$ cat config.mk
export PLATFORM = sky130hd
export DESIGN_NAME = wv_seq
export DESIGN_NICKNAME = d
export VERILOG_FILES = /design/src/rtl/wv_pkg.sv /design/src/rtl/wv_step.sv /design/src/rtl/wv_accum.sv /design/src/rtl/wv_ctrl.sv /design/src/rtl/wv_seq.sv
export SDC_FILE = /design/constraint.sdc
export NUM_CORES = 1
export LEC_CHECK = 0
export BUFFER_PORTS_ARGS = -buffer_cell sky130_fd_sc_hd__buf_2
export CORE_MARGIN = 10
export CORE_UTILIZATION = 25
export CTS_BUF_LIST = sky130_fd_sc_hd__clkbuf_8
export DETAILED_ROUTE_END_ITERATION = 16
export PLACE_DENSITY_LB_ADDON = 0.25
export SLEW_MARGIN = 10
export SYNTH_ARGS = -nofsm -noshare
export SYNTH_HDL_FRONTEND = slang
export SYNTH_SLANG_ARGS = --single-unit
$ cat constraint.sdc
create_clock -name clk -period 3.1 [get_ports clk]
set_input_delay 0.62 -clock clk [delete_from_list [all_inputs] [get_ports clk]]
set_output_delay 0.62 -clock clk [all_outputs]
set_load 0.1 [all_outputs]
$ cat src/rtl/wv_pkg.sv
package wv_pkg;
  typedef enum logic [1:0] {
    ST_IDLE  = 2'd0,
    ST_PULSE = 2'd1,
    ST_READ  = 2'd2,
    ST_SENSE = 2'd3
  } wv_state_e;
endpackage

$ cat src/rtl/wv_step.sv
// Holds the pulse command fields and advances them between trials.
module wv_step #(
  parameter int WIDTH_W     = 8,
  parameter int VOLT_W      = 6,
  parameter int TRIAL_W     = 5,
  parameter int STEP_TICKS  = 2,
  parameter int SET_TICKS   = 5,
  parameter int RESET_VCODE = 15
) (
  input  logic               clk,
  input  logic               rst_n,
  input  logic               load,
  input  logic               adv,
  input  logic               op_set_i,
  input  logic               accel_i,
  input  logic [WIDTH_W-1:0] init_i,
  input  logic [TRIAL_W-1:0] trial_i,
  output logic [WIDTH_W-1:0] width_o,
  output logic [VOLT_W-1:0]  volt_o,
  output logic               neg_o
);
  localparam int STEP_W = WIDTH_W + TRIAL_W;
  localparam logic [STEP_W:0]    WMAX = (STEP_W+1)'({WIDTH_W{1'b1}});
  localparam logic [VOLT_W-1:0]  VMAX = {VOLT_W{1'b1}};

  logic               set_q, accel_q;
  logic [WIDTH_W-1:0] width_q;
  logic [VOLT_W-1:0]  volt_q;
  logic [STEP_W-1:0]  step;
  logic [STEP_W:0]    wsum;
  logic [WIDTH_W-1:0] width_nx;
  logic [VOLT_W-1:0]  volt_nx;

  // step into trial m+1 from trial m: growing schedule uses m, constant uses 1
  always_comb begin
    if (accel_q) step = STEP_W'(STEP_TICKS) * STEP_W'(trial_i);
    else         step = STEP_W'(STEP_TICKS);
    wsum = (STEP_W+1)'(width_q) + (STEP_W+1)'(step);
    width_nx = (wsum > WMAX) ? {WIDTH_W{1'b1}} : wsum[WIDTH_W-1:0];
    volt_nx  = (volt_q == VMAX) ? VMAX : volt_q + 1'b1;
  end

  always_ff @(posedge clk or negedge rst_n) begin
    if (!rst_n) begin
      set_q   <= 1'b0;
      accel_q <= 1'b0;
      width_q <= '0;
      volt_q  <= '0;
    end else if (load) begin
      set_q   <= op_set_i;
      accel_q <= accel_i;
      width_q <= op_set_i ? WIDTH_W'(SET_TICKS) : init_i;
      volt_q  <= op_set_i ? init_i[VOLT_W-1:0] : VOLT_W'(RESET_VCODE);
    end else if (adv) begin
      if (set_q) volt_q  <= volt_nx;
      else       width_q <= width_nx;
    end
  end

  assign width_o = width_q;
  assign volt_o  = volt_q;
  assign neg_o   = ~set_q;
endmodule

$ cat src/rtl/wv_accum.sv
// Saturating sum of accepted pulse widths.
module wv_accum #(
  parameter int WIDTH_W = 8,
  parameter int TOTAL_W = 12
) (
  input  logic               clk,
  input  logic               rst_n,
  input  logic               clear,
  input  logic               add,
  input  logic [WIDTH_W-1:0] width_i,
  output logic [TOTAL_W-1:0] total_o
);
  localparam logic [TOTAL_W:0] TMAX = {1'b0, {TOTAL_W{1'b1}}};

  logic [TOTAL_W-1:0] total_q;
  logic [TOTAL_W:0]   sum;

  always_comb sum = (TOTAL_W+1)'(total_q) + (TOTAL_W+1)'(width_i);

  always_ff @(posedge clk or negedge rst_n) begin
    if (!rst_n)     total_q <= '0;
    else if (clear) total_q <= '0;
    else if (add)   total_q <= (sum > TMAX) ? {TOTAL_W{1'b1}} : sum[TOTAL_W-1:0];
  end

  assign total_o = total_q;
endmodule

$ cat src/rtl/wv_ctrl.sv
// Trial sequencing: pulse, read, verdict; pass or limit ends the run.
module wv_ctrl #(
  parameter int MAX_TRIALS = 21,
  parameter int TRIAL_W    = 5
) (
  input  logic               clk,
  input  logic               rst_n,
  input  logic               start,
  input  logic               pulse_ready,
  input  logic               read_ready,
  input  logic               cmp_valid,
  input  logic               cmp_pass,
  output logic               load,
  output logic               adv,
  output logic               pulse_fire,
  output logic               pulse_valid,
  output logic               read_valid,
  output logic               cmp_ready,
  output logic               done,
  output logic               fail,
  output logic [TRIAL_W-1:0] trials
);
  import wv_pkg::*;

  wv_state_e          st_q, st_nx;
  logic               done_q, fail_q;
  logic [TRIAL_W-1:0] trial_q;
  logic               verdict, at_limit;

  assign verdict  = (st_q == ST_SENSE) && cmp_valid;
  assign at_limit = (trial_q == TRIAL_W'(MAX_TRIALS));

  always_comb begin
    st_nx = st_q;
    load  = 1'b0;
    adv   = 1'b0;
    unique case (st_q)
      ST_IDLE:  if (start) begin st_nx = ST_PULSE; load = 1'b1; end
      ST_PULSE: if (pulse_ready) st_nx = ST_READ;
      ST_READ:  if (read_ready)  st_nx = ST_SENSE;
      ST_SENSE: if (cmp_valid) begin
        if (cmp_pass || at_limit) st_nx = ST_IDLE;
        else begin st_nx = ST_PULSE; adv = 1'b1; end
      end
      default: st_nx = ST_IDLE;
    endcase
  end

  always_ff @(posedge clk or negedge rst_n) begin
    if (!rst_n) begin
      st_q    <= ST_IDLE;
      done_q  <= 1'b0;
      fail_q  <= 1'b0;
      trial_q <= '0;
    end else begin
      st_q   <= st_nx;
      done_q <= verdict && (cmp_pass || at_limit);
      if (load) begin
        trial_q <= TRIAL_W'(1);
        fail_q  <= 1'b0;
      end else if (verdict) begin
        if (!cmp_pass && at_limit) fail_q  <= 1'b1;
        else if (!cmp_pass)        trial_q <= trial_q + 1'b1;
      end
    end
  end

  assign pulse_valid = (st_q == ST_PULSE);
  assign read_valid  = (st_q == ST_READ);
  assign cmp_ready   = (st_q == ST_SENSE);
  assign pulse_fire  = pulse_valid && pulse_ready;
  assign done        = done_q;
  assign fail        = fail_q;
  assign trials      = trial_q;
endmodule

$ cat src/rtl/wv_seq.sv
module wv_seq #(
  parameter int WIDTH_W     = 8,
  parameter int VOLT_W      = 6,
  parameter int TOTAL_W     = 12,
  parameter int MAX_TRIALS  = 21,
  parameter int STEP_TICKS  = 2,
  parameter int SET_TICKS   = 5,
  parameter int RESET_VCODE = 15,
  localparam int TRIAL_W    = $clog2(MAX_TRIALS + 1)
) (
  input  logic               clk,
  input  logic               rst_n,
  input  logic               start,
  input  logic               op_set,
  input  logic               accel,
  input  logic [WIDTH_W-1:0] init_code,
  output logic               pulse_valid,
  input  logic               pulse_ready,
  output logic [VOLT_W-1:0]  pulse_volt,
  output logic               pulse_neg,
  output logic [WIDTH_W-1:0] pulse_width,
  output logic               read_valid,
  input  logic               read_ready,
  input  logic               cmp_valid,
  output logic               cmp_ready,
  input  logic               cmp_pass,
  output logic               done,
  output logic [TRIAL_W-1:0] trials,
  output logic [TOTAL_W-1:0] total_width,
  output logic               fail
);
  logic load, adv, pulse_fire;

  wv_ctrl #(.MAX_TRIALS(MAX_TRIALS), .TRIAL_W(TRIAL_W)) u_ctrl (
    .clk(clk), .rst_n(rst_n), .start(start),
    .pulse_ready(pulse_ready), .read_ready(read_ready),
    .cmp_valid(cmp_valid), .cmp_pass(cmp_pass),
    .load(load), .adv(adv), .pulse_fire(pulse_fire),
    .pulse_valid(pulse_valid), .read_valid(read_valid), .cmp_ready(cmp_ready),
    .done(done), .fail(fail), .trials(trials)
  );

  wv_step #(
    .WIDTH_W(WIDTH_W), .VOLT_W(VOLT_W), .TRIAL_W(TRIAL_W),
    .STEP_TICKS(STEP_TICKS), .SET_TICKS(SET_TICKS), .RESET_VCODE(RESET_VCODE)
  ) u_step (
    .clk(clk), .rst_n(rst_n), .load(load), .adv(adv),
    .op_set_i(op_set), .accel_i(accel), .init_i(init_code), .trial_i(trials),
    .width_o(pulse_width), .volt_o(pulse_volt), .neg_o(pulse_neg)
  );

  wv_accum #(.WIDTH_W(WIDTH_W), .TOTAL_W(TOTAL_W)) u_accum (
    .clk(clk), .rst_n(rst_n), .clear(load), .add(pulse_fire),
    .width_i(pulse_width), .total_o(total_width)
  );
endmodule

== Yosys cells after proc, flatten, opt, wreduce, memory -nomap -nowiden ==
Cells that the tools add are included.

* Add/subtract/negate cells: 4
* Order comparisons: 2
* Reduce and logical (&&, ||, !) cells: 17
* Bitwise operators: 1
* Equal/unequal tests: 12
* Multiplexer cells: 32

{| class="wikitable"
|+ Operators by type and width
! kind !! count
|-
| two-way mux 8 bit || 5
|-
| two-way mux 12 bit || 3
|-
| two-way mux 6 bit || 6
|-
| two-way mux 5 bit || 4
|-
| greater-than comparator 14 x 8 -> 1 bit, second input constant || 1
|-
| adder 12 x 8 -> 13 bit || 1
|-
| greater-than comparator 13 x 12 -> 1 bit, second input constant || 1
|-
| inequality test 2 bit, second input constant || 5
|-
| nonzero test 2 bit || 5
|-
| adder 8 x 6 -> 9 bit || 1
|-
| two-way mux 1 bit || 9
|-
| two-way mux 2 bit || 4
|-
| one-hot mux 2 bit (4 select lines) || 1
|-
| adder 6 x 1 -> 6 bit, second input constant || 1
|-
| == test 6 bit, second input constant || 1
|-
| AND reduction 2 bit || 3
|-
| adder 5 x 1 -> 5 bit, second input constant || 1
|-
| == test 5 bit, second input constant || 1
|-
| == test 2 bit, second input constant || 2
|-
| logical AND 1 bit || 4
|-
| inequality test 2 x 1 -> 1 bit, second input constant || 2
|-
| AND reduction 4 bit || 1
|-
| AND reduction 3 bit || 1
|-
| == test 2 x 1 -> 1 bit, second input constant || 1
|-
| 4 further kinds || 4
|}

* Word-level logic and storage cells: 77
* Output and inout port bits: 37
* Input port bits: 17
* Register bits after elaboration: 37

== Longest topological paths before layout ==
* Depth in word-level cells: 7
* Gate-level depth with buffers: 9
* Mapped depth without buffers: 9

== Cells and area by module ==
A second synthesis with hierarchy kept.

* Cell total of the unflattened synthesis: 284
* Area total of the unflattened synthesis: 2,641.3 µm²

{| class="wikitable"
|+ Modules (own cells, without submodules)
! module !! cells each !! sequential area each (µm²) !! area each (µm²) !! instances
|-
| wv_step || 125 || 400.4 || 1,129.8 || 1
|-
| wv_accum || 102 || 300.3 || 934.6 || 1
|-
| wv_ctrl || 57 || 225.2 || 576.8 || 1
|}

== Worst setup path after synthesis ==
Ideal clock, no wire load.

* Path type: register to register
* Start: reg u_accum.total_q[0], in the netlist u_accum.total_o[0]
* End: reg u_accum.total_q[9], in the netlist u_accum.total_o[9]
* Cell stages (with the launch flop): 10
* Required time: 3,013 ps
* Period minus slack after synthesis: 2,773 ps
* Arrival time: 2,686 ps
* Buffers on the path: 0
* Library setup time: 87 ps
* Path slack: 327 ps
* Path through: dfrtp_1 ha_1 inv_1 fa_1 nand2b_1 a211oi_2 o22ai_2 nor3_4 nor2b_1 a211oi_2

* Cells in the longest elaborated chain, start to end: 5

{| class="wikitable"
|+ RTL lines
! item !! line !! source
|-
| start: declaration || wv_accum.sv:15 || <nowiki>logic [TOTAL_W-1:0] total_q;</nowiki>
|-
| start signal: assignment || wv_accum.sv:23 || <nowiki>else if (add) total_q <= (sum > TMAX) ? {TOTAL_W{1'b1}} : sum[TOTAL_W-1:0];</nowiki>
|-
| adder 12 x 8 -> 13 bit * || wv_accum.sv:18 || <nowiki>always_comb sum = (TOTAL_W+1)'(total_q) + (TOTAL_W+1)'(width_i);</nowiki>
|-
| greater-than comparator 13 x 12 -> 1 bit || wv_accum.sv:23 ||
|-
| two-way mux 12 bit * (2 in a row) || wv_accum.sv:23 ||
|-
| two-way mux 12 bit * || wv_accum.sv:22 || <nowiki>else if (clear) total_q <= '0;</nowiki>
|}

Mark *: on every way between the ends. The rest lies on a longest branch, timed or not. The select of a mux whose other input is x is not followed.
A chain may end at the register's enable or synchronous reset.

== Worst setup path in the final report ==
* Start: reg u_step.width_q[0], in the netlist u_step.width_o[0]
* End: reg u_accum.total_q[9], in the netlist u_accum.total_o[9]

* Cells in the longest elaborated chain, start to end: 5

{| class="wikitable"
|+ RTL lines
! item !! line !! source
|-
| start: declaration || wv_step.sv:27 || <nowiki>logic [WIDTH_W-1:0] width_q;</nowiki>
|-
| start signal: assignment || wv_step.sv:52 || <nowiki>width_q <= op_set_i ? WIDTH_W'(SET_TICKS) : init_i;</nowiki>
|-
| start signal: assignment || wv_step.sv:56 || <nowiki>else width_q <= width_nx;</nowiki>
|-
| adder 12 x 8 -> 13 bit * || wv_accum.sv:18 ||
|-
| greater-than comparator 13 x 12 -> 1 bit || wv_accum.sv:23 ||
|-
| two-way mux 12 bit * (2 in a row) || wv_accum.sv:23 ||
|-
| two-way mux 12 bit * || wv_accum.sv:22 ||
|}

Marked as above.

==> impl_metrics.ini <==
[run_status]
status = finished, final reports clean

[die]
rows = 36
die_area_sq_mm = 0.01448
die_h_um = 120.3
die_w_um = 120.3
core_sq_mm = 0.009774
top_level_ports = 54
initial_standard_cell_utilization_of_the_core = 0.2574

[global_routing]
grt.overflow.total = 0
grt_first_pass_wirelength_um = 11850
total_track_usage = 0.09981
grt_start_max_net_pins = 38
grt_antenna_before_repair = 1
vias_in_the_first_global_route = 2292

[yosys]
yosysTopAreaCellShare = 0.3680
synth_enable_flop_cells = 0
yosys-top-cells-area = dfrtp_1 37%, ha_1 10%, nand2_1 4.5%, a21oi_1 4.4%, nor2_1 4.3%
synth_nets = 325
ys_warn_count = 0
post_synth_inst_count = 285
synth.avg_cell_area_sq_um = 8.829
yosys_register_bits = 37
synth.lib_cells_used.distinct = 47
yosys_most_used_dff = dfrtp_1
synth_top_cell_by_area = dfrtp_1
post_synthesis_instance_area_sq_mm = 0.002516
ys_top_cells_by_count = 37 x dfrtp_1, 30 x nand2_1, 29 x nor2_1
count_leader_synth = dfrtp_1
synthArstFlopShare = 1.000
synth-seq-area-share = 0.3680

[route]
via_count = 2291
route.layer.met1.wl_um = 3338
drt_pre_antenna_iters = 4
ant_nets = 0
detail_route.wl_per_cell_um = 15.18
viasPerCell = 4.813
met2_wire_len_um = 3328
detail_route.iter0.violations = 146
maxUsedRoutingLayer = met4
detail_route.wirelength_um = 7224
routed-wl-met3_um = 489
drc = 0

[clocking]
cts_tree = yes
cts_hold_buf = 0
cts_max_level = 2
cts-root-to-sink-buffers = 2
worst_setup_hold_path_clk_slew_ns = 0.08
cts-root-buf = clkbuf_8
tritoncts.num_buffers = 5
clk-insertion-delay-late_ns = 0.29
cts_resized = 0
cts_num_sinks = 37
cts.repair_timing.setup_buffer_count = 0

[finish]
layout-drive-gt1-share = 0.2420
diodes = 0
fin_nets = 382
final_cell_count_no_fill = 476
post-route-cell-area_sq_mm = 0.003047
synthToLayoutAreaGrowth_pct = 21.08
finish.utilization = 0.3117

[worst_setup_path]
crit_path_max_fanout = 4
critical_path_arrival_ns = 2.49
critPathKind = register to register
worst_setup_path_end_kind = register
worst-r2r-setup-slack_ns = 0.83
start_kind = register
critPathRequiredTime_ns = 3.32

[placed_design]
placement.cell_area_sq_mm = 0.002945
detailed_place_hpwl_um = 5692
portBuffers = 53
gp_congestion = 0.8539
place.detailed.instances = 468

[sta]
worst_pin_slew_ns = 0.8824
fmax_mhz = 440.6
final_hold_viol_count = 0
timing_max_transition_violations_final = 0
finClkSkew_ns = 0.003411
grt_setup_unrepaired = false
relSlewSlack = 0.4117
min_period_over_period = 0.7321
final.setup.tns_ns = 0
setup_viol = 0
final.min_clock_period_ns = 2.270

[worst_hold_path]
min_path_type = primary input to async pin

[flow_run]
cap_viol_max_count = 0
[routing by layer]
layer | GRT usage | up-vias
met5 | 0 | -
met4 | 0.01584 | 0
met3 | 0.03490 | 7
met2 | 0.1633 | 58
met1 | 0.1260 | 1090
li1 | - | 1136
[metrics by stage]
step | setup WS (ns) | hold WS [ns]
floorplan | 0.3270 | 0.3244
detailed placement | 0.8351 | 0.4954
CTS | 0.8230 | 0.4804
global placement | 0.9216 | 0.4816
finish | 0.8304 | 0.4389
global route | 0.6802 | 0.5085
[final cells by class]
type	count	area, sq um
clock buffers	7	96.34
clock inverters	1	5.005
fillers	1056	6728
inverters	14	52.55
multi-input cells	228	1513
flip-flops and latches	37	925.9
well taps	133	166.4
repair buffers	56	287.8
[placed cells by master, fill, tap and decap left out, types with 3 or more instances in the layout]
cell type  count
xor2_1         7
a31oi_1        9
and2_1         5
o21ai_1       11
a211oi_1       6
o21ai_0       14
nor3_1        11
nor2_1        29
nand3_1        7
nand2b_1       5
dfrtp_1       37
xnor2_1        5
ha_1          21
clkbuf_8       7
a21oi_1       22
nand2_1       30
o22ai_1        3
a21o_1         4
nand4_1        4
buf_4          3
inv_1         13
buf_2         53
[critical path: stages (launching register included)]
cell      delay (ns)
dfrtp_1         0.39
ha_1            0.21
inv_1           0.06
fa_1            0.40
nand2b_1        0.21
a211oi_2        0.23
o22ai_2         0.14
nor3_4          0.27
nor2b_1         0.09
a211oi_2        0.20
[cells by family after synthesis]
family	after synthesis	share of synthesized area
and+or+nand+nor	106	0.2153
AOI/OAI and AO/OA	86	0.2178
DFF	37	0.3680
adders and majority gates	23	0.1203
buffers and inverters	20	0.03082
xor gates and xnor gates	12	0.04177
muxes	1	0.005965
[final timing paths]
check | from | cells past startpoint | end
min reg2reg | u_ctrl.fail$_DFFE_PN0P_ | 2 | u_ctrl.fail$_DFFE_PN0P_
min | rst_n | 1 | u_ctrl.st_q[1]$_DFFE_PN0P_
max reg2reg | u_step.width_o[0]$_DFFE_PN0P_ | 9 | u_accum.total_o[9]$_DFFE_PN0P_
max in group asynchronous | rst_n | 1 | u_accum.total_o[5]$_DFFE_PN0P_
max | u_step.width_o[0]$_DFFE_PN0P_ | 9 | u_accum.total_o[9]$_DFFE_PN0P_
min in group clk | u_ctrl.fail$_DFFE_PN0P_ | 2 | u_ctrl.fail$_DFFE_PN0P_
[flip-flops by register name, summed over array words and instances (netlist names)]
| register | flops |
|---|---|
| u_ctrl.done | 1 |
| u_ctrl.fail | 1 |
| u_ctrl.st_q | 2 |
| u_ctrl.trials | 5 |
| u_step.volt_o | 6 |
| u_accum.total_o | 12 |
| u_step.set_q | 1 |
| u_step.accel_q | 1 |
| u_step.width_o | 8 |
Power is left out: the tool's default activity adds up to more than one toggle a clock period on the data nets, which glitch-free logic cannot reach.
